### src/rtl/spi_frx_pkg.sv
package spi_frx_pkg;
   localparam int DEV_W   = 2;
   localparam int REG_W   = 5;
   localparam int DATA_W  = 16;
   localparam int CRC_W   = 8;
   localparam int HDR_W   = 1 + DEV_W + REG_W;
   localparam int BODY_W  = HDR_W + DATA_W;
   localparam int FRAME_W = BODY_W + CRC_W;
   localparam int CNT_W   = $clog2(FRAME_W) + 1;
   localparam logic [1:0] RSP_TAG = 2'b10;

   typedef struct packed {
      logic              slip;
      logic [DEV_W-1:0]  dev;
      logic [REG_W-1:0]  regad;
      logic [DATA_W-1:0] data;
      logic [CRC_W-1:0]  crc;
   } frame_t;
endpackage

### src/rtl/spi_sync_vec.sv
module spi_sync_vec #(
   parameter int         W       = 3,
   parameter int         STAGES  = 2,
   parameter logic [W-1:0] RST_VAL = '0
) (
   input  logic         clk,
   input  logic         rst_n,
   input  logic [W-1:0] d_i,
   output logic [W-1:0] q_o
);
   logic [W-1:0] stg [STAGES];

   for (genvar s = 0; s < STAGES; s++) begin : g_stage
      if (s == 0) begin : g_first
         always_ff @(posedge clk or negedge rst_n)
            if (!rst_n) stg[s] <= RST_VAL;
            else        stg[s] <= d_i;
      end else begin : g_next
         always_ff @(posedge clk or negedge rst_n)
            if (!rst_n) stg[s] <= RST_VAL;
            else        stg[s] <= stg[s-1];
      end
   end

   assign q_o = stg[STAGES-1];
endmodule

### src/rtl/spi_edge_det.sv
module spi_edge_det #(
   parameter bit RST_VAL = 1'b0
) (
   input  logic clk,
   input  logic rst_n,
   input  logic lvl_i,
   output logic rise_o,
   output logic fall_o
);
   logic prev_q;

   always_ff @(posedge clk or negedge rst_n)
      if (!rst_n) prev_q <= RST_VAL;
      else        prev_q <= lvl_i;

   assign rise_o = lvl_i & ~prev_q;
   assign fall_o = ~lvl_i & prev_q;
endmodule

### src/rtl/spi_crc8.sv
module spi_crc8 #(
   parameter int               IN_W  = 24,
   parameter int               CRC_W = 8,
   parameter logic [CRC_W-1:0] POLY  = 8'h07
) (
   input  logic [IN_W-1:0]  data_i,
   output logic [CRC_W-1:0] crc_o
);
   logic [CRC_W-1:0] chain [IN_W+1];

   assign chain[0] = '0;

   for (genvar i = 0; i < IN_W; i++) begin : g_bit
      logic fb;
      assign fb = chain[i][CRC_W-1] ^ data_i[IN_W-1-i];
      assign chain[i+1] = {chain[i][CRC_W-2:0], 1'b0} ^ (fb ? POLY : '0);
   end

   assign crc_o = chain[IN_W];
endmodule

### src/rtl/spi_shift_in.sv
module spi_shift_in #(
   parameter int W     = 32,
   parameter int CNT_W = 6
) (
   input  logic             clk,
   input  logic             rst_n,
   input  logic             start_i,
   input  logic             sample_i,
   input  logic             bit_i,
   output logic [W-1:0]     sr_o,
   output logic [CNT_W-1:0] cnt_o
);
   localparam logic [CNT_W-1:0] CNT_MAX = '1;

   always_ff @(posedge clk or negedge rst_n) begin
      if (!rst_n) begin
         sr_o  <= '0;
         cnt_o <= '0;
      end else if (start_i) begin
         cnt_o <= '0;
      end else if (sample_i) begin
         sr_o <= {sr_o[W-2:0], bit_i};
         if (cnt_o != CNT_MAX) cnt_o <= cnt_o + 1'b1;
      end
   end
endmodule

### src/rtl/spi_crc_frame_rx.sv
module spi_crc_frame_rx
   import spi_frx_pkg::*;
#(
   parameter int               SYNC_STAGES = 2,
   parameter logic [CRC_W-1:0] CRC_POLY    = 8'h07,
   parameter logic [REG_W-1:0] NOP_ADDR    = 5'h00,
   parameter logic [REG_W-1:0] CTRL_ADDR   = 5'h10,
   parameter logic [REG_W-1:0] RDSEL_ADDR  = 5'h13,
   parameter int               CRC_EN_BIT  = 0
) (
   input  logic              clk,
   input  logic              rst_n,
   input  logic [DEV_W-1:0]  dev_addr_i,
   input  logic              sclk_i,
   input  logic              sync_n_i,
   input  logic              sdi_i,
   output logic              sdo_o,
   output logic              wr_en_o,
   output logic [REG_W-1:0]  wr_addr_o,
   output logic [DATA_W-1:0] wr_data_o,
   output logic [REG_W-1:0]  rd_addr_o,
   input  logic [DATA_W-1:0] rd_data_i,
   output logic              crc_err_o,
   output logic              fault_o
);
   localparam logic [CNT_W-1:0] LEN_FULL  = CNT_W'(FRAME_W);
   localparam logic [CNT_W-1:0] LEN_SHORT = CNT_W'(BODY_W);

   if (SYNC_STAGES < 2) begin : g_bad_sync
      $error("SYNC_STAGES must be at least 2");
   end
   if (CRC_POLY[0] != 1'b1) begin : g_bad_poly
      $error("CRC_POLY must have its x^0 term set");
   end
   if (CTRL_ADDR == NOP_ADDR || RDSEL_ADDR == NOP_ADDR || CTRL_ADDR == RDSEL_ADDR) begin : g_bad_map
      $error("register addresses must be distinct");
   end
   if (CRC_EN_BIT < 0 || CRC_EN_BIT >= DATA_W) begin : g_bad_bit
      $error("CRC_EN_BIT out of range");
   end
   if (2 + 1 + REG_W + DATA_W != BODY_W) begin : g_bad_rsp
      $error("response body width mismatch");
   end

   // synchronised serial lines: {select, clock, data}
   logic [2:0] line_q;
   logic       cs_lvl, ck_lvl, dat_lvl;
   logic       cs_rise, cs_fall, ck_rise, ck_fall;

   spi_sync_vec #(.W(3), .STAGES(SYNC_STAGES), .RST_VAL(3'b100)) u_sync (
      .clk(clk), .rst_n(rst_n), .d_i({sync_n_i, sclk_i, sdi_i}), .q_o(line_q));

   assign {cs_lvl, ck_lvl, dat_lvl} = line_q;

   spi_edge_det #(.RST_VAL(1'b1)) u_cs_edge (
      .clk(clk), .rst_n(rst_n), .lvl_i(cs_lvl), .rise_o(cs_rise), .fall_o(cs_fall));
   spi_edge_det #(.RST_VAL(1'b0)) u_ck_edge (
      .clk(clk), .rst_n(rst_n), .lvl_i(ck_lvl), .rise_o(ck_rise), .fall_o(ck_fall));

   // capture
   logic [FRAME_W-1:0] sr;
   logic [CNT_W-1:0]   cnt;

   spi_shift_in #(.W(FRAME_W), .CNT_W(CNT_W)) u_shift (
      .clk(clk), .rst_n(rst_n), .start_i(cs_fall),
      .sample_i(ck_fall & ~cs_lvl), .bit_i(dat_lvl),
      .sr_o(sr), .cnt_o(cnt));

   // judgement
   frame_t     frm;
   logic       len_full, len_short, hdr_ok, crc_ok;
   logic       accept, crc_bad;
   logic [CRC_W-1:0] rx_crc;

   assign len_full  = (cnt == LEN_FULL);
   assign len_short = (cnt == LEN_SHORT);

   always_comb begin
      if (len_short) frm = frame_t'({sr[BODY_W-1:0], {CRC_W{1'b0}}});
      else           frm = frame_t'(sr);
   end

   spi_crc8 #(.IN_W(BODY_W), .CRC_W(CRC_W), .POLY(CRC_POLY)) u_crc_rx (
      .data_i(frm[FRAME_W-1:CRC_W]), .crc_o(rx_crc));

   logic crc_en_q, fault_q;

   assign hdr_ok = (frm.slip != frm.dev[DEV_W-1]) && (frm.dev == dev_addr_i);
   assign crc_ok = (rx_crc == frm.crc);

   always_comb begin
      if (crc_en_q) begin
         accept  = cs_rise & len_full & hdr_ok & crc_ok;
         crc_bad = cs_rise & len_full & hdr_ok & ~crc_ok;
      end else begin
         accept  = cs_rise & (len_full | len_short) & hdr_ok;
         crc_bad = 1'b0;
      end
   end

   // readback response
   logic [REG_W-1:0]  rd_sel_q;
   logic [BODY_W-1:0] rsp_body;
   logic [CRC_W-1:0]  rsp_crc;

   assign rsp_body = {RSP_TAG, fault_q, rd_sel_q, rd_data_i};

   spi_crc8 #(.IN_W(BODY_W), .CRC_W(CRC_W), .POLY(CRC_POLY)) u_crc_tx (
      .data_i(rsp_body), .crc_o(rsp_crc));

   // state
   logic               wr_en_q, crc_err_q, armed_q;
   logic [REG_W-1:0]   wr_addr_q;
   logic [DATA_W-1:0]  wr_data_q;
   logic [FRAME_W-1:0] out_sr;

   always_ff @(posedge clk or negedge rst_n) begin
      if (!rst_n) begin
         wr_en_q   <= 1'b0;
         wr_addr_q <= '0;
         wr_data_q <= '0;
         crc_err_q <= 1'b0;
         fault_q   <= 1'b0;
         crc_en_q  <= 1'b1;
         rd_sel_q  <= '0;
         armed_q   <= 1'b0;
         out_sr    <= '0;
      end else begin
         wr_en_q   <= accept && (frm.regad != NOP_ADDR);
         crc_err_q <= crc_bad;
         if (crc_bad) fault_q <= 1'b1;
         if (accept && (frm.regad != NOP_ADDR)) begin
            wr_addr_q <= frm.regad;
            wr_data_q <= frm.data;
         end
         if (accept && (frm.regad == CTRL_ADDR)) crc_en_q <= frm.data[CRC_EN_BIT];
         if (accept && (frm.regad == RDSEL_ADDR)) rd_sel_q <= frm.data[REG_W-1:0];
         if (cs_rise) armed_q <= accept && (frm.regad == RDSEL_ADDR);

         if (cs_fall)
            out_sr <= armed_q ? {rsp_body, rsp_crc} : '0;
         else if (cs_rise)
            out_sr <= '0;
         else if (ck_rise && !cs_lvl && (cnt != '0))
            out_sr <= {out_sr[FRAME_W-2:0], 1'b0};
      end
   end

   assign sdo_o     = out_sr[FRAME_W-1];
   assign wr_en_o   = wr_en_q;
   assign wr_addr_o = wr_addr_q;
   assign wr_data_o = wr_data_q;
   assign rd_addr_o = rd_sel_q;
   assign crc_err_o = crc_err_q;
   assign fault_o   = fault_q;
endmodule

### config.mk
export PLATFORM = sky130hd
export DESIGN_NAME = spi_crc_frame_rx
export DESIGN_NICKNAME = d
export VERILOG_FILES = /design/src/rtl/spi_frx_pkg.sv /design/src/rtl/spi_sync_vec.sv /design/src/rtl/spi_edge_det.sv /design/src/rtl/spi_crc8.sv /design/src/rtl/spi_shift_in.sv /design/src/rtl/spi_crc_frame_rx.sv
export SDC_FILE = /design/constraint.sdc
export NUM_CORES = 1
export LEC_CHECK = 0
export BUFFER_PORTS_ARGS = -buffer_cell sky130_fd_sc_hd__buf_2
export CAP_MARGIN = 20
export CORE_ASPECT_RATIO = 0.7
export CORE_MARGIN = 2
export CORE_UTILIZATION = 25
export CTS_CLUSTER_SIZE = 30
export DETAILED_ROUTE_END_ITERATION = 7
export PLACE_DENSITY_LB_ADDON = 0.2
export SETUP_SLACK_MARGIN = 0.02
export SYNTH_ARGS = -nofsm -noshare
export SYNTH_HDL_FRONTEND = slang
export SYNTH_SLANG_ARGS = --single-unit
### constraint.sdc
create_clock -name clk -period 10.1 [get_ports clk]
set_input_delay 1.01 -clock clk [delete_from_list [all_inputs] [get_ports clk]]
set_output_delay 1.01 -clock clk [all_outputs]
set_load 0.05 [all_outputs]
== Word-level counts from Yosys, hierarchy flattened ==
Index checks and enable logic that the tools add are counted.
Storage, ports and cells
  bits of input ports: 23
  bits in registers: 109
  word-level logic and storage cells: 201
  output and inout bits: 30
Operators by class
  equality and inequality tests: 8
  reduce and logical (&&, ||, !) cells: 14
  bitwise gates (word level): 107
  add/sub/neg operators: 1
  multiplexer cells: 56
Operators by type and width (number)
  bitwise XOR 8 bit: 42
  2-to-1 mux 32 bit: 5
  2-to-1 mux 3 bit: 46
  bitwise XOR 1 bit: 42
  2-to-1 mux 6 bit: 3
  bitwise XOR 8 x 3 -> 8 bit: 2
  AND 1 bit: 11
  equality test 5 bit (second input constant): 2
  equality test 8 bit: 1
  adder 6 x 1 -> 6 bit (second input constant): 1
  equality test 6 x 5 -> 1 bit (second input constant): 1
  equality test 6 bit (second input constant): 1
  logical AND 1 bit: 6
  != test 6 bit (second input constant): 1
  NOT 1 bit: 6
  nonzero test 6 bit: 1
  nonzero test 5 bit: 1
  AND reduction 2 bit: 2
  nonzero test 2 bit: 2
  NOT 3 bit: 1
  nonzero test 3 bit: 1
  equality test 2 bit: 1
  2-to-1 mux 1 bit: 2
  bitwise XOR 1 bit (first input constant): 2
  3 further kinds: 3

== Depth between registers and ports, before layout ==
Gate-level depths: netlist of the first run.
  depth in word-level cells: 75
  depth in mapped cells: 18
  depth with buffers taken out: 14

== By module ==
Synthesis of the first run repeated with hierarchy kept, for this count alone.
Unflattened totals
  cells, all modules: 602
  area, all modules: 6521.3 sq um
Modules (own cells, without submodules)
  spi_crc_frame_rx: cells an instance 387, seq. area each 1577.8 sq um, area each 3349.5 sq um, times used 1
  spi_shift_in: cells an instance 108, seq. area each 950.9 sq um, area each 1726.7 sq um, times used 1
  spi_crc8: cells an instance 46, seq. area each 0.0 sq um, area each 594.3 sq um, times used 2
  spi_sync_vec: cells an instance 9, seq. area each 152.6 sq um, area each 175.2 sq um, times used 1
  spi_edge_det at u_cs_edge: cells an instance 3, seq. area each 26.3 sq um, area each 41.3 sq um, times used 1
  spi_edge_det at u_ck_edge: cells an instance 3, seq. area each 25.0 sq um, area each 40.0 sq um, times used 1

== Worst setup path before layout of the first run ==
OpenSTA, ideal clock, no wires.
  path kind: flip-flop to flip-flop
  start point: reg u_shift.cnt_o[0]
  end point: reg wr_data_q[1] (netlist: wr_data_o[1])
  data required time: 9.975 ns
  arrival: 5.161 ns
  path slack: 4.815 ns
  period minus slack after synthesis: 5.285 ns
  cell stages (with the launch flop): 19
  buffers on the path: 4
  setup time: 0.125 ns
  path through: dfrtp_1 -> inv_1 -> ha_1 -> nand4b_1 -> nor2_2 -> clkbuf_1 -> clkbuf_1 -> buf_1 -> mux2i_1 -> ha_1 -> xnor2_1 -> xor2_1 -> xnor2_1 -> mux2_2 -> nor4b_1 -> o311ai_2 -> a21oi_2 -> buf_6 -> mux2_2
Between the ends
  word-level cells in the longest chain between the ends: 37
  elaborated cells on any way between the ends: 86
  those cells by class: 5 x eq/ne; 26 x mux; 52 x bitwise; 3 x reduce/logical
Ends and longest elaborated chain
  start: declaration: RTL line spi_shift_in.sv:11  | output logic [CNT_W-1:0] cnt_o
  start signal: assignment: RTL line spi_shift_in.sv:23  | if (cnt_o != CNT_MAX) cnt_o <= cnt_o + 1'b1;
  equality test 6 x 5 -> 1 bit: RTL line spi_crc_frame_rx.sv:76  | assign len_short = (cnt == LEN_SHORT);
  2-to-1 mux 32 bit: RTL line spi_crc_frame_rx.sv:79  | if (len_short) frm = frame_t'({sr[BODY_W-1:0], {CRC_W{1'b0}}});
  bitwise XOR 1 bit: RTL line spi_crc8.sv:15  | assign fb = chain[i][CRC_W-1] ^ data_i[IN_W-1-i];
  2-to-1 mux 3 bit: RTL line spi_crc8.sv:16  | assign chain[i+1] = {chain[i][CRC_W-2:0], 1'b0} ^ (fb ? POLY : '0);
  bitwise XOR 8 bit (6 in series): RTL line spi_crc8.sv:16
  bitwise XOR 1 bit / bitwise XOR 8 bit (equally long branches): RTL line spi_crc8.sv:15, spi_crc8.sv:16
  2-to-1 mux 3 bit, or another cell as far along: RTL line spi_crc8.sv:16
  bitwise XOR 8 bit, or another cell as far along: RTL line spi_crc8.sv:16
  [... 14 more ...]
  bitwise XOR 8 bit, or another cell as far along (3 in series): RTL line spi_crc8.sv:16
  bitwise XOR 1 bit, or another cell as far along: RTL line spi_crc8.sv:15
  2-to-1 mux 3 bit / bitwise XOR 8 bit (equally long branches): RTL line spi_crc8.sv:16
  bitwise XOR 8 x 3 -> 8 bit: RTL line spi_crc8.sv:16
  equality test 8 bit: RTL line spi_crc_frame_rx.sv:89  | assign crc_ok = (rx_crc == frm.crc);
  AND 1 bit: RTL line spi_crc_frame_rx.sv:93  | accept = cs_rise & len_full & hdr_ok & crc_ok;
  2-to-1 mux 1 bit: RTL line spi_crc_frame_rx.sv:92  | if (crc_en_q) begin
  logical AND 1 bit: RTL line spi_crc_frame_rx.sv:132  | if (accept && (frm.regad != NOP_ADDR)) begin
  end signal: assignment: RTL line spi_crc_frame_rx.sv:134  | wr_data_q <= frm.data;
  end: declaration: RTL line spi_crc_frame_rx.sv:114  | logic [DATA_W-1:0] wr_data_q;
Several ways; a longest one is shown, not always the timed one.
A chain may end at the register's enable or synchronous reset.

== Final worst setup path of the first run ==
  start point: reg u_shift.cnt_o[0]
  end point: reg wr_data_q[12] (netlist: wr_data_o[12])
The elaborated chain is that of the path after synthesis.

==> metrics.md, run 1 <==
| Metric | Value |
|---|---|
| WP data arrival | `5.24 ns` |
| Post-DRT Antenna Nets | `0` |
| Pins over their slew limit | `0` |
| RSZ-0062 raised after global routing | `no` |
| Syn Inst Count | `~630` |
| Final WL | `17.4 mm` |
| Worst reg-to-reg setup slack | `around 5.1 ns` |
| Final Setup Violations | `0` |
| N_diodes | `0` |
| Die Y | `141 um` |
| CTS tree | `yes` |
| Drt pass-1 iters | `4` |
| CTS Buffer Depth | `2` |
| Initial Utilization | `25.3%` |
| Global-route wire length before repair | `28.1 mm` |
| IO Pins | `53` |
| R2R Path Start | `u_shift.cnt_o[0]` |
| DR iter-0 viols | `~320` |
| Setup tns final | `0 ns` |
| TritonCTS buffer count | `9` |
| Setup Buffers After CTS | `0` |
| Status | `finished, final reports clean` |
| Drt wl/cell | `~17 um` |
| Post-synthesis sequential area ratio | `roughly two fifths` |
| Clock net sink count | `109` |
| Grt total ovfl | `0` |
| Worst Path Required | `just over 10 ns` |
| Post-synth EDFFs | `0` |
| VDD IR max | `roughly 0.000074 V` |
| GRT Resource Usage Total | `between 10% and 20%` |
| Fin nets | `681` |
| Routability Congestion | `roughly 0.81` |
| Row count | `50` |
| Leakage | `3.43 nW` |
| Hold_sp | `u_sync.stg[4]` |
| Crit path time final | `5.00 ns` |
| CORE AREA | `~0.027 mm^2` |
| Max_cap viols | `0` |
| Leading register cell type out of synthesis | `dfrtp_1` |
| CP Capture Type | `register` |
| Hold Path End | `u_sync.q_o[1]` |
| Critical Path Fanout Max | `18` |
| Cts repair resizes | `0` |
| Critical Path Source Type | `register` |
| Vias | `4477` |
| Share of cells above drive strength 1 | `between 15 and 20%` |
| Vias per inst | `roughly 4.4` |
| Htree depth | `3` |
| Worst Setup Path Type | `reg2reg` |
| Fin Clk Skew | `roughly 0.0085 ns` |
| Least-Margin Pin Slew | `~1.0 ns` |
| Root Buffer | `clkbuf_16` |
| Commonest non-fill, non-tap cells in the layout | `dfrtp_1, xnor2_1, nand2_1` |
| R2R depth | `16` |
| Worst-path clk slew | `~0.070 ns` |
| Full die area | `between 0.02 and 0.03 mm^2` |
| Die Span X | `200 um` |
| Final hold slack | `around 0.35 ns` |
| Syn avg cell area | `around 11 um^2` |
| Port Buffers | `52` |
| HP Class | `reg2reg` |
| Syn_nets | `~660` |
| Commonest non-fill, non-tap cell in the layout | `dfrtp_1` |
| Vias in the first global route | `4590` |
| Max_slew headroom | `33.3%` |
| Hold Fails Final Rpt | `0` |
| Worst R2R End | `wr_data_o[12]` |
| Hold Path Depth | `0` |
| Fraction of registers with async set/reset | `100%` |
| Post-synthesis cell area | `0.00671 mm^2` |
| Clk_lat worst skew | `0.36 ns` |
| Synth Register Bits | `109` |
| Initial antenna violation count | `0` |
| Cts hold-fix bufs | `0` |
| Post-DP HPWL | `12.6 mm` |
| PwrDens | `around 150 mW/mm^2` |
| Tcrit/Tclk final | `about half` |
| Largest net degree at the start of global routing | `between 60 and 70` |
| Syn. warnings | `0` |
| Max frequency | `200 MHz` |
| Area Overhead vs Synth | `13.0%` |
| Synth unique cells | `61` |
| DRC errors left | `0` |
[power breakdown]
group	switching [mW]	internal [mW]	leakage [nW]	total (mW)
combinational	0.117	0.116	1.89	0.233
clock	0.168	0.201	0.143	0.369
sequential	0.0492	0.480	1.40	0.529
total	0.334	0.797	3.43	1.13
[registers in the layout, summed over array words and instances, names as in the netlist, 3 cells and up]
signal / flops
wr_addr_o: 5
wr_data_o: 16
u_shift.sr_o: 32
out_sr: 32
u_sync.stg: 3
u_sync.q_o: 3
rd_addr_o: 5
u_shift.cnt_o: 6
[through the flow]
step	cell area [um^2]	setup slack (ns)	util [%]	instances	power, mW
after floorplan	6710	4.81	-	629	0.709
after global placement	7260	5.23	27.3	1005	0.771
after detailed placement	7260	5.10	27.3	1005	0.770
after CTS	7560	5.07	28.5	1021	1.15
after global routing	7580	4.76	28.5	1022	1.20
final	7580	5.10	28.5	1022	1.13
[cell usage after synthesis (2+ instances only)]
cell      count  share of area (%)
nand2_1      53                3.0
o21ai_0      11               0.82
and2_1        5               0.47
ha_1          5               0.93
buf_4         4               0.45
xnor3_1      20                6.7
mux2_1       12                2.0
buf_1         2               0.11
nor3_1        2               0.15
xor2_1       34                4.4
or3_1         2               0.19
nor4b_1       2               0.26
a21oi_1      41                3.1
o211ai_1      2               0.22
inv_1        18                1.0
nand3b_1      3               0.34
o22ai_1       5               0.47
nand4_1       3               0.28
dfrtp_1     105                 39
nand3_1       9               0.67
mux2_2       40                6.7
o31ai_1       2               0.22
nor3b_1       3               0.34
buf_6         4               0.67
dfstp_2       4                1.6
a22oi_1      29                3.2
buf_2         7               0.52
xnor2_1      71                9.3
mux2i_1      19                2.8
nor2_1       50                2.8
clkbuf_1     29                1.6
xor3_1        3                1.1
nand2b_1      2               0.19
[per-layer routing]
layer  up-vias  part of all wire, %  global-route usage, %
met5         -                    0                      0
met4         0                  1.7                   3.47
met3        17                  3.9                   3.40
met2        61                   39                   17.7
met1      2183                   55                   20.5
li1       2216                    -                      -
[cell type report]
type                       instances  area (um^2)
timing repair buffer              59          328
sequential                       109         2730
multi-input combinational        456         3700
inverter                          18         67.6
tap                              364          455
clock inverter                     4         55.1
clock buffer                      12          246
fill                            2790        19000
[worst max path at each step]
stage                     start            end  slack [ns]  cells after the start
2_1_floorplan  u_shift.cnt_o[0]   wr_data_o[1]        4.81                     18
3_3_place_gp   u_shift.cnt_o[0]   wr_data_o[3]        5.23                     16
3_5_place_dp   u_shift.cnt_o[0]   wr_data_o[4]        5.10                     16
4_1_cts        u_shift.cnt_o[0]  wr_data_o[12]        5.07                     16
5_1_grt        u_shift.cnt_o[0]  wr_data_o[12]        4.76                     16
6_report       u_shift.cnt_o[0]  wr_data_o[12]        5.10                     16
[worst max-delay path, cell delays in order (launching register included)]
cell and delay (ns):
dfrtp_1 0.42, inv_1 0.07, ha_1 0.17, nand4b_1 0.11, buf_4 0.18, nor2_2 0.34
mux2i_1 0.32, ha_1 0.31, xnor2_1 0.31, xor2_1 0.13, xnor2_1 0.45, mux2_2 0.39
nor4b_1 0.43, o311ai_2 0.24, a21oi_2 0.30, buf_4 0.33, mux2_1 0.36
[cell families (layout without fill, tap and decap cells)]
kind of cell / count (synthesis) / count (layout) / synth area share (%)
adder cells (fa/ha/maj): 5 / 5 / 0.932
flip-flops: 109 / 109 / 40.7
AND/OR/NAND/NOR: 145 / 145 / 9.91
multiplexers: 71 / 71 / 11.6
AO/OA/AOI/OAI: 107 / 107 / 11.1
buffers and inverters: 64 / 93 / 4.38
XOR/XNOR: 128 / 128 / 21.5
Note: power is estimated with default switching activity, not from simulation.
==> run 2, diff against run 1 <==
- clock period: 10.1 -> 4.4 ns (I/O delays scaled with it)
==> run 2 against run 1 <==
Net effect: cell area up 5.8%; maximum frequency up 18%; setup slack worse by 4.9 ns; cell count up 3.1%; global-route usage up 0.28 points; combinational power up 150%; worst hold slack worse by 0.34 ns; sequential power up 130%.
==> metrics.md, run 2 (synthesized netlist as in run 1, its figures left out) <==
| Metric | Value |
|---|---|
| Worst Setup SP | `u_shift.cnt_o[0] (unchanged)` |
| Tcrit/Tclk final | `96.4% (was 49.5%)` |
| R2R Path Start | `u_shift.cnt_o[0] (unchanged)` |
| Max frequency | `236 MHz (was 200 MHz)` |
| CTS Buffer Depth | `2 (unchanged)` |
| Worst Path Required | `4.65 ns (was 10.34 ns)` |
| Initial Utilization | `25.3% (unchanged)` |
| CP Capture Type | `register (unchanged)` |
| Drt pass-1 iters | `4 (unchanged)` |
| Met3 Track Usage GR | `3.37% (was 3.40%)` |
| Pre-CTS WS | `0.135 ns (was 5.10 ns)` |
| Global-route wire length before repair | `28.6 mm (was 28.1 mm)` |
| Top delay family on crit path | `compound AO/OA/AOI/OAI gates (was multiplexers)` |
| PwrDens | `327 mW/mm^2 (was 149 mW/mm^2)` |
| Grt total ovfl | `0 (unchanged)` |
| Post-DP HPWL | `13.3 mm (was 12.6 mm)` |
| Final worst slack | `0.156 ns (was 5.10 ns)` |
| R2R depth | `16 (unchanged)` |
| Max_cap viols | `0 (unchanged)` |
| Setup tns final | `0 ns (unchanged)` |
| Register area | `0.00273 mm^2 (unchanged)` |
| Pins over their slew limit | `0 (unchanged)` |
| Area Overhead vs Synth | `19.5% (was 13.0%)` |
| Final hold slack | `0.0130 ns (was 0.353 ns)` |
| Least-Margin Pin Slew | `0.675 ns (was 0.999 ns)` |
| Most used cell, CP | `buf_4` |
| Worst path bufs/invs | `3 (unchanged)` |
| Vias in the first global route | `4753 (was 4590)` |
| Die Y | `141 um (unchanged)` |
| Root Buffer | `clkbuf_16 (unchanged)` |
| Vias per inst | `4.49 (was 4.38)` |
| Cells along the critical path | `inv_1, ha_2, nand4b_1, buf_4, nor2_4, mux2i_4, ha_4, xnor2_4, xnor3_1, a211o_1, a221o_1, a311oi_4, o311ai_4, a211oi_4, buf_4, mux2_2 (was inv_1, ha_1, nand4b_1, buf_4, nor2_2, mux2i_1, ha_1, xnor2_1, xor2_1, xnor2_1, mux2_2, nor4b_1, o311ai_2, a21oi_2, buf_4, mux2_1)` |
| Top Usage Layer GRT | `met1 (unchanged)` |
| Fin Clk Skew | `0.0126 ns (was 0.00852 ns)` |
| Fin nets | `713 (was 681)` |
| Final instance area | `0.00803 mm^2 (was 0.00758 mm^2)` |
| Status | `finished, final reports clean (unchanged)` |
| Grt met2 use | `19.3% (was 17.7%)` |
| Placed cell area | `0.00755 mm^2 (was 0.00726 mm^2)` |
| WP data arrival | `4.50 ns (was 5.24 ns)` |
| Non-filler instance count after layout | `1054 (was 1022)` |
| Crit path time final | `4.24 ns (was 5.00 ns)` |
| Routability Congestion | `0.833 (was 0.811)` |
| Port Buffers | `52 (unchanged)` |
| Area of the multi-input gates | `0.00384 mm^2 (was 0.00370 mm^2)` |
| Fill cells | `2735 (was 2790)` |
| RSZ-0062 raised after global routing | `no (unchanged)` |
| Cts hold-fix bufs | `0 (unchanged)` |
| GRT Resource Usage Total | `13.5% (was 13.2%)` |
| Final Setup Violations | `0 (unchanged)` |
| Commonest non-fill, non-tap cells in the layout | `dfrtp_1, xnor2_1, nand2_1 (unchanged)` |
| Drt wl/cell | `17.1 um (was 17.0 um)` |
| CP max stage cell | `dfrtp_1 (was xnor2_1)` |
| Worst reg-to-reg setup slack | `0.16 ns (was 5.10 ns)` |
| Initial antenna violation count | `1 (was 0)` |
| Final WL | `18.0 mm (was 17.4 mm)` |
| Max_slew headroom | `53.7% (was 33.3%)` |
| Largest net degree at the start of global routing | `65 (unchanged)` |
| Worst Setup Path Type | `reg2reg (unchanged)` |
| Die Span X | `200 um (unchanged)` |
| Vias | `4735 (was 4477)` |
| Critical Path Fanout Max | `7 (was 18)` |
| Met1 Use GR | `20.3% (was 20.5%)` |
| Row count | `50 (unchanged)` |
| CTS tree | `yes (unchanged)` |
| Critical Path Source Type | `register (unchanged)` |
| Slowest stage delay, CP | `0.41 ns (was 0.45 ns)` |
| Leakage | `3.62 nW (was 3.43 nW)` |
| Worst R2R End | `rd_addr_o[4] (was wr_data_o[12])` |
| CORE AREA | `0.0266 mm^2 (unchanged)` |
| VDD IR max | `0.000145 V (was 0.0000744 V)` |
| DRC errors left | `0 (unchanged)` |
| HP Class | `in2async (was reg2reg)` |
| Full die area | `0.0282 mm^2 (unchanged)` |
| Share of cells above drive strength 1 | `25.7% (was 19.9%)` |
| Clk_lat worst skew | `0.37 ns (was 0.36 ns)` |
| TritonCTS buffer count | `9 (unchanged)` |
| Worst-path clk slew | `0.08 ns (was 0.07 ns)` |
| N_diodes | `0 (unchanged)` |
| Placed cell count | `1029 (was 1005)` |
| Post-DRT Antenna Nets | `0 (unchanged)` |
| Clock net sink count | `109 (unchanged)` |
| Hold Fails Final Rpt | `0 (unchanged)` |
| Total power | `2.63 mW (was 1.13 mW)` |
| IO Pins | `53 (unchanged)` |
| Layout Utilization | `30.2% (was 28.5%)` |
| Htree depth | `3 (unchanged)` |
| DR iter-0 viols | `263 (was 317)` |
| Commonest non-fill, non-tap cell in the layout | `dfrtp_1 (unchanged)` |
run 2: where the power goes:
part | switching [mW] | internal, mW
Combinational | 0.287 | 0.292
Clock | 0.431 | 0.403
Sequential | 0.112 | 1.10
Total | 0.830 | 1.80
run 2: timing repair:
action	CTS	global route
endpoints found under the setup margin	0	21
setup buffers	0	7
resized for setup	0	10
run 2: worst max-delay path by stage:
stage / cells past startpoint / end
finish: 16 / rd_addr_o[4]
global route: 16 / rd_addr_o[4]
CTS: 15 / rd_addr_o[2]
detailed placement: 16 / wr_data_o[3]
global placement: 14 / wr_data_o[4]
floorplan: 18 / wr_data_o[1]
run 2: area by class of cell:
cell class	instances	share of cell area, %
clock inverters	7	0.982
well taps	364	5.67
repair buffers	91	7.86
clock buffers	9	2.81
multi-input cells	456	47.8
flip-flops and latches	109	34.0
inverters	18	0.842
run 2: layer usage:
layer	vias to the layer above	share of wire [%]	wire, um
met2	86	42	7530
met5	-	0.055	10
li1	2279	-	-
met3	11	5.7	1030
met1	2357	52	9310
met4	2	0.83	149
